--- src/rtl/spi_rm_pkg.sv ---
package spi_rm_pkg;

   localparam int unsigned OFS_CFG  = 'h00;
   localparam int unsigned OFS_STS  = 'h08;
   localparam int unsigned OFS_CMD  = 'h10;
   localparam int unsigned OFS_DAT0 = 'h80;
   localparam int unsigned OFS_STEP = 8;

   localparam int unsigned CLKDIV_W = 13;
   localparam int unsigned CNT_W    = 5;

   typedef struct packed {
      logic                en;
      logic                mode_xor;
      logic                three_wire;
      logic                lsb_first;
      logic                cs_high;
      logic                phase;
      logic [3:0]          cs_ena;
      logic [CLKDIV_W-1:0] div;
   } cfg_t;

   typedef enum logic [1:0] {ST_IDLE, ST_SETUP, ST_BIT, ST_HOLD} seq_st_e;

endpackage

--- src/rtl/spi_rm_regs.sv ---
module spi_rm_regs
   import spi_rm_pkg::*;
#(
   parameter int unsigned MAX_BYTES = 9,
   parameter int unsigned AW        = 8,
   parameter int unsigned DW        = 32
) (
   input  logic                      clk,
   input  logic                      rst_n,
   input  logic                      bus_wr,
   input  logic [AW-1:0]             bus_addr,
   input  logic [DW-1:0]             bus_wdata,
   output logic [DW-1:0]             bus_rdata,
   input  logic                      busy,
   input  logic [CNT_W-1:0]          rx_cnt,
   input  logic                      rx_we,
   input  logic [CNT_W-1:0]          rx_idx,
   input  logic [7:0]                rx_byte,
   output cfg_t                      cfg,
   output logic                      start,
   output logic [CNT_W-1:0]          cmd_tot,
   output logic [CNT_W-1:0]          cmd_txn,
   output logic                      cmd_leave,
   output logic [1:0]                cmd_cs,
   output logic [MAX_BYTES-1:0][7:0] buf_q
);

   localparam logic [CNT_W-1:0] MAXB = CNT_W'(MAX_BYTES);

   logic wr_ok;
   logic [CNT_W-1:0] raw_tot, raw_txn;
   logic unused_wdata_bits;

   assign wr_ok = bus_wr && !busy;
   assign unused_wdata_bits = ^{bus_wdata[DW-1:29], bus_wdata[6:5]};

   always_ff @(posedge clk or negedge rst_n) begin
      if (!rst_n) begin
         cfg <= '0;
      end else if (wr_ok && bus_addr == AW'(OFS_CFG)) begin
         cfg.en         <= bus_wdata[0];
         cfg.mode_xor   <= bus_wdata[1];
         cfg.three_wire <= bus_wdata[3];
         cfg.lsb_first  <= bus_wdata[4];
         cfg.cs_high    <= bus_wdata[7];
         cfg.phase      <= bus_wdata[11];
         cfg.cs_ena     <= bus_wdata[15:12];
         cfg.div        <= bus_wdata[16 +: CLKDIV_W];
      end
   end

   generate
      for (genvar g = 0; g < MAX_BYTES; g++) begin : g_slot
         always_ff @(posedge clk or negedge rst_n) begin
            if (!rst_n)
               buf_q[g] <= '0;
            else if (rx_we && rx_idx == CNT_W'(g))
               buf_q[g] <= rx_byte;
            else if (wr_ok && bus_addr == AW'(OFS_DAT0 + OFS_STEP * g))
               buf_q[g] <= bus_wdata[7:0];
         end
      end
   endgenerate

   // command decode with clamping of out-of-range counts
   assign raw_tot   = bus_wdata[4:0];
   assign raw_txn   = bus_wdata[12:8];
   assign cmd_tot   = (raw_tot > MAXB) ? MAXB : raw_tot;
   assign cmd_txn   = (raw_txn > cmd_tot) ? cmd_tot : raw_txn;
   assign cmd_leave = bus_wdata[16];
   assign cmd_cs    = bus_wdata[21:20];
   assign start     = wr_ok && cfg.en && bus_addr == AW'(OFS_CMD);

   always_comb begin
      bus_rdata = '0;
      if (bus_addr == AW'(OFS_CFG)) begin
         bus_rdata[0]                = cfg.en;
         bus_rdata[1]                = cfg.mode_xor;
         bus_rdata[3]                = cfg.three_wire;
         bus_rdata[4]                = cfg.lsb_first;
         bus_rdata[7]                = cfg.cs_high;
         bus_rdata[11]               = cfg.phase;
         bus_rdata[15:12]            = cfg.cs_ena;
         bus_rdata[16 +: CLKDIV_W]   = cfg.div;
      end else if (bus_addr == AW'(OFS_STS)) begin
         bus_rdata[0]          = busy;
         bus_rdata[8 +: CNT_W] = rx_cnt;
      end
      for (int i = 0; i < MAX_BYTES; i++)
         if (bus_addr == AW'(OFS_DAT0 + OFS_STEP * i))
            bus_rdata[7:0] = buf_q[i];
   end

   AST_CFG_FROZEN: assert property (@(posedge clk) disable iff (!rst_n)
      (busy && $past(busy)) |-> $stable(cfg)) else $error("cfg changed while busy");

endmodule

--- src/rtl/spi_rm_clkdiv.sv ---
module spi_rm_clkdiv #(
   parameter int unsigned DIV_W = 13
) (
   input  logic             clk,
   input  logic             rst_n,
   input  logic             run,
   input  logic [DIV_W-1:0] div,
   output logic             tick
);

   logic [DIV_W-1:0] lim, cnt;

   assign lim  = (div == '0) ? DIV_W'(1) : div;
   assign tick = run && (cnt == lim - DIV_W'(1));

   always_ff @(posedge clk or negedge rst_n) begin
      if (!rst_n)            cnt <= '0;
      else if (!run || tick) cnt <= '0;
      else                   cnt <= cnt + DIV_W'(1);
   end

   AST_CNT_RANGE: assert property (@(posedge clk) disable iff (!rst_n)
      run |-> (cnt < lim)) else $error("divider count out of range");

endmodule

--- src/rtl/spi_rm_seq.sv ---
module spi_rm_seq
   import spi_rm_pkg::*;
#(
   parameter int unsigned MAX_BYTES = 9,
   parameter int unsigned NUM_CS    = 4
) (
   input  logic                      clk,
   input  logic                      rst_n,
   input  cfg_t                      cfg,
   input  logic                      start,
   input  logic [CNT_W-1:0]          tot,
   input  logic [CNT_W-1:0]          txn,
   input  logic                      leave,
   input  logic [1:0]                csid,
   input  logic                      tick,
   input  logic [MAX_BYTES-1:0][7:0] buf_q,
   input  logic                      sdi,
   output logic                      busy,
   output logic                      sclk,
   output logic                      sdo,
   output logic                      sdo_en,
   output logic [NUM_CS-1:0]         cs_o,
   output logic [CNT_W-1:0]          rx_cnt,
   output logic                      rx_we,
   output logic [CNT_W-1:0]          rx_idx,
   output logic [7:0]                rx_byte
);

   seq_st_e          st;
   logic             half, cs_hold, leave_q, sdo_q, oe_q;
   logic [2:0]       bit_idx, bsel;
   logic [1:0]       cs_q;
   logic [CNT_W-1:0] byte_idx, tot_q, txn_q, rx_cnt_q;
   logic [7:0]       rx_sh, sdi_sh, tx_byte;
   logic             cpha, cpol, in_bit, txing, cur_bit, store, byte_end;
   logic [NUM_CS-1:0] cs_act;
   logic             unused_cfg_bits;

   assign unused_cfg_bits = ^{cfg.div, cfg.cs_ena};

   assign cpha   = cfg.phase;
   assign cpol   = cfg.mode_xor ^ cfg.phase;
   assign busy   = (st != ST_IDLE);
   assign in_bit = (st == ST_BIT);
   assign txing  = in_bit && (byte_idx < txn_q);
   assign sclk   = cpol ^ (in_bit & half);

   always_comb begin
      tx_byte = '0;
      for (int i = 0; i < MAX_BYTES; i++)
         if (byte_idx == CNT_W'(i)) tx_byte = buf_q[i];
   end

   assign bsel    = cfg.lsb_first ? bit_idx : (3'd7 - bit_idx);
   assign cur_bit = tx_byte[bsel];
   assign sdi_sh  = cfg.lsb_first ? {sdi, rx_sh[7:1]} : {rx_sh[6:0], sdi};

   // phase 0: output follows the bit counter, changing at the trailing edge
   // phase 1: output is registered at the leading edge
   assign sdo    = cpha ? sdo_q : (txing & cur_bit);
   assign sdo_en = !cfg.three_wire ? cfg.en : (cpha ? oe_q : txing);

   assign store    = !cfg.three_wire || (byte_idx >= txn_q);
   assign byte_end = in_bit && tick && half && (bit_idx == 3'd7);
   assign rx_we    = byte_end && store;
   assign rx_idx   = byte_idx;
   assign rx_byte  = cpha ? sdi_sh : rx_sh;
   assign rx_cnt   = rx_cnt_q;

   generate
      for (genvar g = 0; g < NUM_CS; g++) begin : g_cs
         assign cs_act[g] = cfg.en && cs_hold && (cs_q == 2'(g)) && cfg.cs_ena[g];
      end
   endgenerate
   assign cs_o = cfg.cs_high ? cs_act : ~cs_act;

   always_ff @(posedge clk or negedge rst_n) begin
      if (!rst_n) begin
         st <= ST_IDLE;  half <= 1'b0;  bit_idx <= '0;  byte_idx <= '0;
         tot_q <= '0;  txn_q <= '0;  leave_q <= 1'b0;  cs_q <= '0;
         cs_hold <= 1'b0;  rx_sh <= '0;  sdo_q <= 1'b0;  oe_q <= 1'b0;
         rx_cnt_q <= '0;
      end else begin
         unique case (st)
            ST_IDLE: begin
               if (!cfg.en) cs_hold <= 1'b0;
               if (start) begin
                  rx_cnt_q <= '0;
                  if (tot != '0) begin
                     st <= ST_SETUP;  tot_q <= tot;  txn_q <= txn;
                     leave_q <= leave;  cs_q <= csid;  cs_hold <= 1'b1;
                     half <= 1'b0;  bit_idx <= '0;  byte_idx <= '0;
                     sdo_q <= 1'b0;  oe_q <= 1'b0;
                  end
               end
            end
            ST_SETUP: if (tick) st <= ST_BIT;
            ST_BIT: if (tick) begin
               if (!half) begin
                  half <= 1'b1;
                  if (cpha) begin
                     sdo_q <= txing & cur_bit;
                     oe_q  <= txing;
                  end else begin
                     rx_sh <= sdi_sh;
                  end
               end else begin
                  half <= 1'b0;
                  if (cpha) rx_sh <= sdi_sh;
                  if (bit_idx == 3'd7) begin
                     bit_idx <= '0;
                     if (store) rx_cnt_q <= rx_cnt_q + CNT_W'(1);
                     if (byte_idx == tot_q - CNT_W'(1)) st <= ST_HOLD;
                     else byte_idx <= byte_idx + CNT_W'(1);
                  end else begin
                     bit_idx <= bit_idx + 3'd1;
                  end
               end
            end
            ST_HOLD: if (tick) begin
               st <= ST_IDLE;  cs_hold <= leave_q;  oe_q <= 1'b0;
            end
            default: st <= ST_IDLE;
         endcase
      end
   end

   AST_CS_ONEHOT: assert property (@(posedge clk) disable iff (!rst_n)
      $onehot0(cs_act)) else $error("more than one chip select");
   AST_DISABLED_CS: assert property (@(posedge clk) disable iff (!rst_n)
      !cfg.en |-> (cs_o == (cfg.cs_high ? '0 : '1))) else $error("cs active while off");
   AST_START_BUSY: assert property (@(posedge clk) disable iff (!rst_n)
      (start && tot != '0) |=> busy) else $error("command did not start");
   AST_ZERO_IDLE: assert property (@(posedge clk) disable iff (!rst_n)
      (start && tot == '0) |=> !busy) else $error("empty command went busy");
   AST_RXCNT_BOUND: assert property (@(posedge clk) disable iff (!rst_n)
      rx_cnt_q <= tot_q) else $error("stored count beyond total");
   AST_CS_HELD_BUSY: assert property (@(posedge clk) disable iff (!rst_n)
      busy |-> cs_hold) else $error("cs dropped mid transfer");
   AST_3W_RELEASE: assert property (@(posedge clk) disable iff (!rst_n)
      (cfg.three_wire && in_bit && byte_idx > txn_q) |-> !sdo_en) else $error("pad driven in rx");

endmodule

--- src/rtl/spi_reg_master.sv ---
module spi_reg_master
   import spi_rm_pkg::*;
#(
   parameter int unsigned MAX_BYTES = 9,
   parameter int unsigned NUM_CS    = 4,
   parameter int unsigned AW        = 8,
   parameter int unsigned DW        = 32
) (
   input  logic              clk,
   input  logic              rst_n,
   input  logic              bus_wr,
   input  logic [AW-1:0]     bus_addr,
   input  logic [DW-1:0]     bus_wdata,
   output logic [DW-1:0]     bus_rdata,
   output logic              spi_sclk,
   output logic              spi_sdo,
   output logic              spi_sdo_en,
   input  logic              spi_sdi,
   output logic [NUM_CS-1:0] spi_cs
);

   localparam int unsigned LAST_ADDR = OFS_DAT0 + OFS_STEP * (MAX_BYTES - 1);

   generate
      if (MAX_BYTES < 1 || MAX_BYTES > 31) begin : g_bad_bytes
         $error("MAX_BYTES must be 1..31");
      end
      if (NUM_CS < 1 || NUM_CS > 4) begin : g_bad_cs
         $error("NUM_CS must be 1..4");
      end
      if (DW < 29) begin : g_bad_dw
         $error("DW must hold the divisor field");
      end
      if (LAST_ADDR >= (1 << AW)) begin : g_bad_aw
         $error("AW too narrow for the data slots");
      end
   endgenerate

   cfg_t                      cfg;
   logic                      start, busy, tick, leave, rx_we;
   logic [CNT_W-1:0]          tot, txn, rx_cnt, rx_idx;
   logic [1:0]                csid;
   logic [7:0]                rx_byte;
   logic [MAX_BYTES-1:0][7:0] buf_q;

   spi_rm_regs #(.MAX_BYTES(MAX_BYTES), .AW(AW), .DW(DW)) u_regs (
      .clk, .rst_n, .bus_wr, .bus_addr, .bus_wdata, .bus_rdata,
      .busy, .rx_cnt, .rx_we, .rx_idx, .rx_byte,
      .cfg, .start, .cmd_tot(tot), .cmd_txn(txn), .cmd_leave(leave),
      .cmd_cs(csid), .buf_q
   );

   spi_rm_clkdiv #(.DIV_W(CLKDIV_W)) u_div (
      .clk, .rst_n, .run(busy), .div(cfg.div), .tick
   );

   spi_rm_seq #(.MAX_BYTES(MAX_BYTES), .NUM_CS(NUM_CS)) u_seq (
      .clk, .rst_n, .cfg, .start, .tot, .txn, .leave, .csid, .tick, .buf_q,
      .sdi(spi_sdi), .busy, .sclk(spi_sclk), .sdo(spi_sdo), .sdo_en(spi_sdo_en),
      .cs_o(spi_cs), .rx_cnt, .rx_we, .rx_idx, .rx_byte
   );

endmodule

--- config.mk ---
export PLATFORM = sky130hd
export DESIGN_NAME = spi_reg_master
export DESIGN_NICKNAME = d
export VERILOG_FILES = /design/src/rtl/spi_rm_pkg.sv /design/src/rtl/spi_rm_regs.sv /design/src/rtl/spi_rm_clkdiv.sv /design/src/rtl/spi_rm_seq.sv /design/src/rtl/spi_reg_master.sv
export SDC_FILE = /design/constraint.sdc
export NUM_CORES = 1
export LEC_CHECK = 0
export CELL_PAD_IN_SITES_DETAIL_PLACEMENT = 2
export CELL_PAD_IN_SITES_GLOBAL_PLACEMENT = 2
export CORE_ASPECT_RATIO = 1.4
export CORE_MARGIN = 1.5
export CORE_UTILIZATION = 40
export DETAILED_ROUTE_END_ITERATION = 7
export PLACE_DENSITY_LB_ADDON = 0.3
export SLEW_MARGIN = 5
export SYNTH_ARGS = -nofsm -noshare
export SYNTH_HDL_FRONTEND = slang
export SYNTH_HIERARCHICAL = 1
export SYNTH_SLANG_ARGS = --single-unit
--- constraint.sdc ---
create_clock -name clk -period 6.7 [get_ports clk]
set_input_delay 1.005 -clock clk [delete_from_list [all_inputs] [get_ports clk]]
set_output_delay 1.005 -clock clk [all_outputs]
set_load 0.02 [all_outputs]
Yosys cells after proc, flatten, opt, wreduce, memory -nomap -nowiden
Cells that the tools add are included.
W data, S select, Z words.

storage, ports and cells
  bits in registers = 148
  input bits = 44
  output and inout port bits = 39
  logic and storage cells = 266

cells by class
  $add $sub $neg = 7
  magnitude comparators = 5
  equal/unequal tests = 41
  muxes and demuxes = 107
  bitwise logic cells = 5
  reductions and logical operators = 70

operators by type and width
  kind                     count
  $mux W8                  40
  $eq A8 B8 Y1 const B     9
  $mux W5                  14
  $logic_and A1 B1 Y1      37
  $mux W13                 2
  $reduce_bool A2 Y1       12
  $mux W1                  23
  $mux W3                  7
  $eq A5 B3 Y1 const B     4
  $mux W2                  10
  $ne A2 B2 Y1 const B     10
  $pmux W5 S2              2
  $mux W16                 1
  $reduce_and A7 Y1        2
  $add A13 B1 Y13 const B  1
  $eq A13 B13 Y1           1
  $logic_not A13 Y1        1
  $sub A13 B1 Y13 const B  1
  $reduce_and A6 Y1        2
  $add A5 B1 Y5 const B    2
  $eq A5 B2 Y1 const B     2
  $eq A2 B2 Y1 const B     4
  $eq A8 B4 Y1 const B     1
  $eq A8 B5 Y1 const B     1
  35 further kinds         46

Depth between registers and ports, before layout
Gate-level depths: netlist of run 1.

  depth after elaboration = 17
  mapped depth = 19
  mapped depth without buffers = 17

Cells and area by module
Netlist of run 1, hierarchy kept.

by module, submodules not included
  module         instances  cells each  area each (µm²)  seq. area each (µm²)
  spi_rm_regs    1          623         5,800.6          2,377.3
  spi_rm_seq     1          414         3,460.8          1,001.0
  spi_rm_clkdiv  1          125         1,091.0          325.3

Worst setup path before layout of run 1
Ideal clock, no wire load.

  path type = register to register
  start point = register u_regs/cfg[8] (netlist name)
  end point = register u_regs/buf_q[56] (netlist name)
  setup time = 136 ps
  arrival = 4,181 ps
  data required time = 6,564 ps
  slack = 2,383 ps
  cell stages (with the launch flop) = 20
  path buffers = 2
  clock period less this slack = 4,317 ps
  cells stage by stage = dfrtp_1 -> nor4_1 -> a41oi_1 -> ha_1 -> nor3b_1 -> a21o_1 -> a222oi_1 -> nand4_1 -> nor4_1 -> and2_1 -> nand2_1 -> nor3b_1 -> nand2b_1 -> nor3b_4 -> nor2b_1 -> buf_4 -> a21oi_1 -> buf_2 -> nand2_1 -> o21ai_1

between the ends
  cells in the longest elaborated chain, start to end = 11
  elaborated cells between the ends (all ways) = 12
  those cells by class = add/sub: 1; eq/ne: 1; mux: 2; reduce/logical: 8

RTL lines
  element                                        RTL line              text
  $logic_not A13 Y1                              spi_rm_clkdiv.sv:13   assign lim = (div == '0) ? DIV_W'(1) : div;
  $mux W13 (*)                                   spi_rm_clkdiv.sv:13
  $sub A13 B1 Y13 (*)                            spi_rm_clkdiv.sv:14   assign tick = run && (cnt == lim - DIV_W'(1));
  $eq A13 B13 Y1 (*)                             spi_rm_clkdiv.sv:14
  $logic_and A1 B1 Y1 (*)                        spi_rm_clkdiv.sv:14
  net tick                                       spi_reg_master.sv:40  logic start, busy, tick, leave, rx_we;
  $logic_and A1 B1 Y1 (*) (3 in series)          spi_rm_seq.sv:64      assign byte_end = in_bit && tick && half && (bit_idx == 3'd7);
  $logic_and A1 B1 Y1 (*)                        spi_rm_seq.sv:65      assign rx_we = byte_end && store;
  net rx_we                                      spi_reg_master.sv:40
  $logic_and A1 B1 Y1 (*)                        spi_rm_regs.sv:57     else if (rx_we && rx_idx == CNT_W'(g))
  $mux W8 or $reduce_bool A2 Y1 (tied branches)  n/a
  end signal: indexed assignment                 spi_rm_regs.sv:58     buf_q[g] <= rx_byte;
  end signal: indexed assignment                 spi_rm_regs.sv:60     buf_q[g] <= bus_wdata[7:0];
  end: declaration                               spi_rm_regs.sv:25     output logic [MAX_BYTES-1:0][7:0] buf_q

Mark *: on every way through the listed nets, which the timed path passes. The rest lies on a longest branch.
A chain may end at the register's enable or synchronous reset.

Final worst setup path of run 1
  start point = register u_seq.byte_idx[0] (netlist: u_seq/rx_idx[0])
  end point = output spi_sdo

between the ends
  cells in the longest elaborated chain, start to end = 14
  elaborated cells between the ends (all ways) = 24
  those cells by class = order compare: 1; eq/ne: 8; mux: 12; bitwise: 1; reduce/logical: 2

RTL lines
  element                        RTL line              text
  start: declaration             spi_rm_seq.sv:33      logic [CNT_W-1:0] byte_idx, tot_q, txn_q, rx_cnt_q;
  start signal: assignment       spi_rm_seq.sv:114     else byte_idx <= byte_idx + CNT_W'(1);
  $logic_not A5 Y1               spi_rm_seq.sv:51      if (byte_idx == CNT_W'(i)) tx_byte = buf_q[i];
  $mux W8 (9 in series)          spi_rm_seq.sv:51
  $bmux W1 S3                    spi_rm_seq.sv:55      assign cur_bit = tx_byte[bsel];
  $mux W1 (not written as such)  spi_rm_seq.sv:55
  $and A1 B1 Y1 (*)              spi_rm_seq.sv:60      assign sdo = cpha ? sdo_q : (txing & cur_bit);
  $mux W1 (*)                    spi_rm_seq.sv:60
  end: declaration               spi_reg_master.sv:16  output logic spi_sdo,

Every way passes the cells marked *; elsewhere a longest branch is shown, timed or not. The select of a mux whose other input is x is not followed.

==> results.txt, run 1 <==
Skew-Pair Late Insertion Delay: 450 ps
DIE AREA: 0.0269 mm²
Hold path cells: 2
Peak VDD IR: 0.000193 V
Initial drt markers: 711
Combinational share of power: 34.6%
Vias in the first global route: 10800
Non-Filler Instances: 1530
Crit. End Element: output port
CP Class: reg -> out
Pwr Total: 0.00324 W
Routed via count: 9780
Slew HR: 15.5%
Initial core utilization: 40.8%
Worst Tran Pin Value: 1270 ps
Routed len/inst: 28.3 µm
Root Buffer: clkbuf_16
DRT Pass-1 Iters: 5
Ant diodes: 0
Worst EP required: 5690 ps
Post-synthesis instance area: 0.0104 mm²
Max clock buf depth: 2
Dominant cell by count in the synthesized netlist: dfrtp_1
Multi-input logic area: 0.00610 mm²
Die Wd: 139 µm
Number of synthesized flops with an enable pin: 0
PD cells: 273 mW/mm²
Min Tclk post-route: 5830 ps
Cells after Synth: 1162
Synth area leader: dfrtp_1
Gr ovfl total: 0
Area Overhead vs Synth: 14.6%
Global-route wire length before repair: 67200 µm
Drt total wl: 43300 µm
Maxcap violations: 0
Critical-path top delay cell: ha_1
Vias per inst: 6.39
R2R depth: 17
Initial antenna violation count: 0
Fmax: 172 MHz
IO Count: 83
Dpl cells: 1500
Top FF cell, synth: dfrtp_1
CTS buffer count: 17
CTS tree: done
Hold_buf cts: 0
Met3 wire length: 1640 µm
Async SR Flop Fraction: 100%
Seq. cell area: 0.00370 mm²
Avg Inst Size Synth: 8.91 µm²
Met2 wire len: 22700 µm
Final worst path period share: 87.0%
Synth top area cells: dfrtp_1, mux2i_1, nand2_1, a21oi_1, nor2_1
Leakage: 5.17 nW
Max Slew Vio Count: 0
GP Congestion: 0.913
H-Tree Level Count: 4
DR top layer: met4
Die Y: 193 µm
Worst Skew: 12.1 ps
Switching part of the total: 40.0%
IO buf count: 76
Share of post-route cells with drive strength above 1: 11.1%
CP Depth: 10
Power share of the clock group: 31.1%
Clock slew at reported path FFs: 60 ps
Hold Crit Class: reg -> reg
Final Hold Vio Count: 0
# DRC: 0
Flop pwr share: 34.3%
CTS resizes: 0
Fill count: 2755
Row cnt: 69
Status: finished clean
NetSw: 0.00130 W
Critical-path maximum fanout: 17
Yosys warns: 6
Worst Path Arrival: 4820 ps
Core area: 0.0254 mm²
Seq/Total Area, Yosys: 35.8%
Cell family with most CP delay: compound AO/OA/AOI/OAI gates
Yosys cell types: 89
Setup TNS: 0 ps
Final Net Count: 1268
CTS Sinks: 148
CP max stage delay: 740 ps
Gr usage total: 32.7%
DP HPWL: 30200 µm
Largest net degree at the start of global routing: 86
Setup Fix Bufs, Post-CTS: 0
Worst path cell trace: inv_1, ha_1, or3_1, o211ai_1, a221oi_1, o21ai_0, a2111oi_0, o22ai_1, o21ai_1, clkdlybuf4s50_1
P_int: 0.00194 W
Flops & latches, synth: 148
Crit path launch type: register
Unrepaired setup endpoints after global routing: no
Buffers and inverters on the worst path: 2
Final setup fails: 0
Post-synth top area share: 35.8%
Top post-synthesis cells by count: dfrtp_1, nand2_1, nor2_1, mux2i_1, a21oi_1
Met1 Routed Length: 16300 µm
Antenna Nets Post-Route: 0
flip-flops by register name, indices dropped and copies added, names as in the netlist, 3 cells and up:
| name | count |
|---|---|
| u_seq/rx_cnt | 5 |
| u_regs/cfg | 23 |
| u_seq/txn_q | 5 |
| u_seq/bit_idx | 3 |
| u_seq/rx_sh | 8 |
| u_seq/rx_idx | 5 |
| u_seq/tot_q | 5 |
| u_regs/buf_q | 72 |
| u_div/cnt | 13 |
cell usage in the layout (no fill, tap or decap), types with 11 or more instances in the layout:
cell type	instances
o21ai_1	43
a21oi_1	76
nor2b_1	18
nor2_1	90
ha_1	24
nor3_1	11
clkbuf_16	17
inv_1	40
buf_4	21
o21ai_0	61
mux2i_1	84
o22ai_1	14
mux2_4	20
dfrtp_1	148
xnor2_1	28
nand2_1	130
and3_1	12
mux2_2	25
and2_1	22
xor2_1	16
nand3_1	28
clkdlybuf4s50_1	75
power groups by stage:
| stage | combinational [W] | sequential (W) | clock [W] |
|---|---|---|---|
| final | 0.00112 | 0.00111 | 0.00101 |
| after global routing | 0.00119 | 0.00112 | 0.00106 |
| after CTS | 0.00110 | 0.00111 | 0.00103 |
| after detailed placement | 0.00106 | 0.00112 | 0 |
| after global placement | 0.00101 | 0.00111 | 0 |
| after floorplan | 0.000722 | 0.00106 | 0 |
stage by stage:
| stage | cell area (µm²) | utilization (%) | hold WS (ps) | setup WS [ps] |
|---|---|---|---|---|
| after CTS | 11900 | 46.7 | 494 | 969 |
| after global placement | 11300 | 44.4 | 463 | 1560 |
| final | 11900 | 46.7 | 497 | 872 |
| after detailed placement | 11300 | 44.4 | 488 | 1140 |
| after global routing | 11900 | 46.7 | 528 | 368 |
| after floorplan | 10400 | - | 449 | 2380 |
kinds of logic after synthesis:
logic type | share of synthesized area, %
AO/OA/AOI/OAI | 19.3
XOR/XNOR | 3.72
adder cells (fa/ha/maj) | 2.90
buffers and inverters | 5.45
flip-flops | 35.8
multiplexers | 13.7
other | 0.0725
AND/OR/NAND/NOR | 19.0
worst register-to-register path, delay by kind of cell (launching register included):
family	cells	cell delay, ps
AO/OA/AOI/OAI	4	1390
flip-flops	1	490
AND/OR/NAND/NOR	10	3260
XOR/XNOR	2	290
adder cells (fa/ha/maj)	1	290
final timing paths:
check / startpoint / endpoint / slack [ps]
worst min-delay path: u_seq/oe_q$_DFFE_PN0P_ / u_seq/oe_q$_DFFE_PN0P_ / 500
min in group asynchronous: rst_n / u_regs/cfg[0]$_DFFE_PN0P_ / 600
worst max register to register: u_regs/cfg[5]$_DFFE_PN0P_ / u_regs/buf_q[29]$_DFFE_PN0P_ / 900
max in group asynchronous: rst_n / u_regs/cfg[21]$_DFFE_PN0P_ / 4690
worst min register to register: u_seq/oe_q$_DFFE_PN0P_ / u_seq/oe_q$_DFFE_PN0P_ / 500
worst max-delay path: u_seq/rx_idx[0]$_DFFE_PN0P_ / spi_sdo / 870
routing by layer:
metal	vias to the layer above	track usage, %
li1	4227	-
met1	5017	36.4
met2	377	59.1
met3	159	4.38
met4	0	18.7
met5	-	0
layout make-up:
cell class	count	share of cell area, %
Multi-Input combinational cell	895	51.4
Clock buffer	20	3.85
Timing Repair Buffer	97	7.75
Inverter	41	1.30
Tap cell	319	3.36
Clock inverter	10	1.12
Sequential cell	148	31.2
No activity file was read; power rests on OpenSTA's default activity.
==> inputs of run 2 (changes only) <==
--- a/config.mk
+++ b/config.mk
@@ -12,7 +12,6 @@
 export CORE_UTILIZATION = 40
 export DETAILED_ROUTE_END_ITERATION = 7
 export PLACE_DENSITY_LB_ADDON = 0.3
-export SLEW_MARGIN = 5
 export SYNTH_ARGS = -nofsm -noshare
 export SYNTH_HDL_FRONTEND = slang
 export SYNTH_HIERARCHICAL = 1
==> results.txt, run 2 (same netlist as run 1, synthesis figures left out) <==
Critical R2R Capture: u_regs/buf_q[59]$_DFFE_PN0P_
Die Wd: 139 µm
Slew HR: 11.4%
H-Tree Level Count: 4
Crit. End Element: register
Gr usage total: 32.7%
Leakage: 5.17 nW
Met2 Resource Use GR: 59.1%
R2R Setup Slk: 840 ps
Min Tclk post-route: 5860 ps
Critical-path maximum fanout: 16
Worst Setup EP: u_regs/buf_q[59]$_DFFE_PN0P_
CTS resizes: 0
WHS: 493 ps
Skew-Pair Late Insertion Delay: 450 ps
GP Congestion: 0.913
Maxcap violations: 0
Vias per inst: 6.37
Setup Fix Bufs, Post-CTS: 0
M3 GR Usage: 4.38%
CTS buffer count: 17
DIE AREA: 0.0269 mm²
Hold Crit Class: reg -> reg
Power share of the clock group: 31.1%
Max Slew Vio Count: 0
Unrepaired setup endpoints after global routing: no
Initial core utilization: 40.8%
Initial drt markers: 748
Global-route wire length before repair: 67200 µm
Row cnt: 69
IO Count: 83
CP Class: reg -> reg
Worst R2R Start: u_regs/cfg[5]$_DFFE_PN0P_
Routed via count: 9742
Final setup fails: 0
DP HPWL: 30200 µm
Worst Path Arrival: 6140 ps
GR Layer Usage met1: 36.4%
Clock slew at reported path FFs: 70 ps
Worst Tran Pin Value: 1330 ps
Largest net degree at the start of global routing: 86
Fmax: 171 MHz
Final worst path period share: 87.5%
Flop pwr share: 34.3%
Layer carrying the most global-route usage: met2
Max clock buf depth: 2
Crit path launch type: register
Antenna Nets Post-Route: 0
CTS tree: done
Hold_buf cts: 0
CTS Sinks: 148
NetSw: 0.00129 W
Commonest non-fill, non-tap cells in the layout: dfrtp_1, nand2_1, nor2_1
Area Overhead vs Synth: 14.6%
Die Y: 193 µm
Commonest non-fill, non-tap cell in the layout: dfrtp_1
Max reg flops: 72
Post-DP Area: 0.0113 mm²
Non-Filler Instances: 1530
Root Buffer: clkbuf_16
PD cells: 272 mW/mm²
Combinational share of power: 34.6%
Switching part of the total: 39.9%
Post-route design area: 0.0119 mm²
R2R depth: 18
Critical Path Source: u_regs/cfg[5]$_DFFE_PN0P_
Worst EP required: 6980 ps
DRT Pass-1 Iters: 5
Share of post-route cells with drive strength above 1: 11.0%
Fill count: 2754
Peak VDD IR: 0.000192 V
Core area: 0.0254 mm²
Registers with the most flip-flops: u_regs/buf_q: 72 flops, u_regs/cfg: 23 flops, u_div/cnt: 13 flops
Routed len/inst: 28.2 µm
Worst Skew: 12.1 ps
P_int: 0.00194 W
Initial antenna violation count: 0
Dpl cells: 1500
Setup TNS: 0 ps
IO buf count: 76
Gr ovfl total: 0
Drt total wl: 43200 µm
Final Net Count: 1268
Final Hold Vio Count: 0
# DRC: 0
Status: finished clean
Top reg by flops: u_regs/buf_q
Ant diodes: 0
Vias in the first global route: 10800
run 2: worst min-delay path by stage:
| stage | slack [ps] | end | from | depth (start not counted) |
|---|---|---|---|---|
| CTS | 490 | u_seq/oe_q$_DFFE_PN0P_ | u_seq/oe_q$_DFFE_PN0P_ | 2 |
| finish | 490 | u_seq/oe_q$_DFFE_PN0P_ | u_seq/oe_q$_DFFE_PN0P_ | 2 |
| global placement | 460 | u_seq/oe_q$_DFFE_PN0P_ | u_seq/oe_q$_DFFE_PN0P_ | 2 |
| detailed placement | 490 | u_seq/oe_q$_DFFE_PN0P_ | u_seq/oe_q$_DFFE_PN0P_ | 2 |
| global route | 530 | u_seq/txn_q[3]$_DFFE_PN0P_ | u_seq/txn_q[3]$_DFFE_PN0P_ | 1 |
| floorplan | 450 | u_seq/oe_q$_DFFE_PN0P_ | u_seq/oe_q$_DFFE_PN0P_ | 2 |
run 2: stage by stage:
step / utilization [%] / setup slack, ps / total power [W]
2_1_floorplan: - / 2380 / 0.00178
3_3_place_gp: 44.4 / 1560 / 0.00212
3_5_place_dp: 44.4 / 1140 / 0.00217
4_1_cts: 46.7 / 969 / 0.00323
5_1_grt: 46.7 / 279 / 0.00337
6_report: 46.7 / 836 / 0.00323
run 2: layout make-up:
cell class              instances  area (µm²)  share of cell area (%)
flip-flops and latches        148        3700                    31.2
well taps                     319         399                    3.36
multi-input cells             895        6100                    51.4
inverters                      41         154                    1.30
clock buffers                  20         457                    3.85
repair buffers                 97         920                    7.75
clock inverters                10         133                    1.12
run 2: power groups by stage:
stage | combinational, W | sequential [W] | clock [W]
6_report | 0.00112 | 0.00111 | 0.00101
5_1_grt | 0.00119 | 0.00112 | 0.00106
4_1_cts | 0.00110 | 0.00111 | 0.00103
3_5_place_dp | 0.00106 | 0.00112 | 0
3_3_place_gp | 0.00101 | 0.00111 | 0
2_1_floorplan | 0.000722 | 0.00106 | 0
run 2: per-layer routing:
layer / part of all wire (%) / vias to the layer above
met4: 6.2 / 0
li1: - / 4226
met5: 0 / -
met1: 38 / 5022
met3: 3.7 / 158
met2: 52 / 336
run 2: worst max-delay path, stage by stage (launching register included):
cell and delay [ps]:
dfrtp_1 490, nor4_1 560, a41oi_1 250, ha_1 290
xnor2_1 150, xnor2_1 140, a2111oi_0 600, nand4_1 320
nor4_1 330, and2_1 350, nand2_1 150, nor3b_1 370
nand2b_1 250, nor3b_4 410, nor2b_1 190, buf_4 230
a21oi_1 280, nand2_1 240, o21ai_1 90
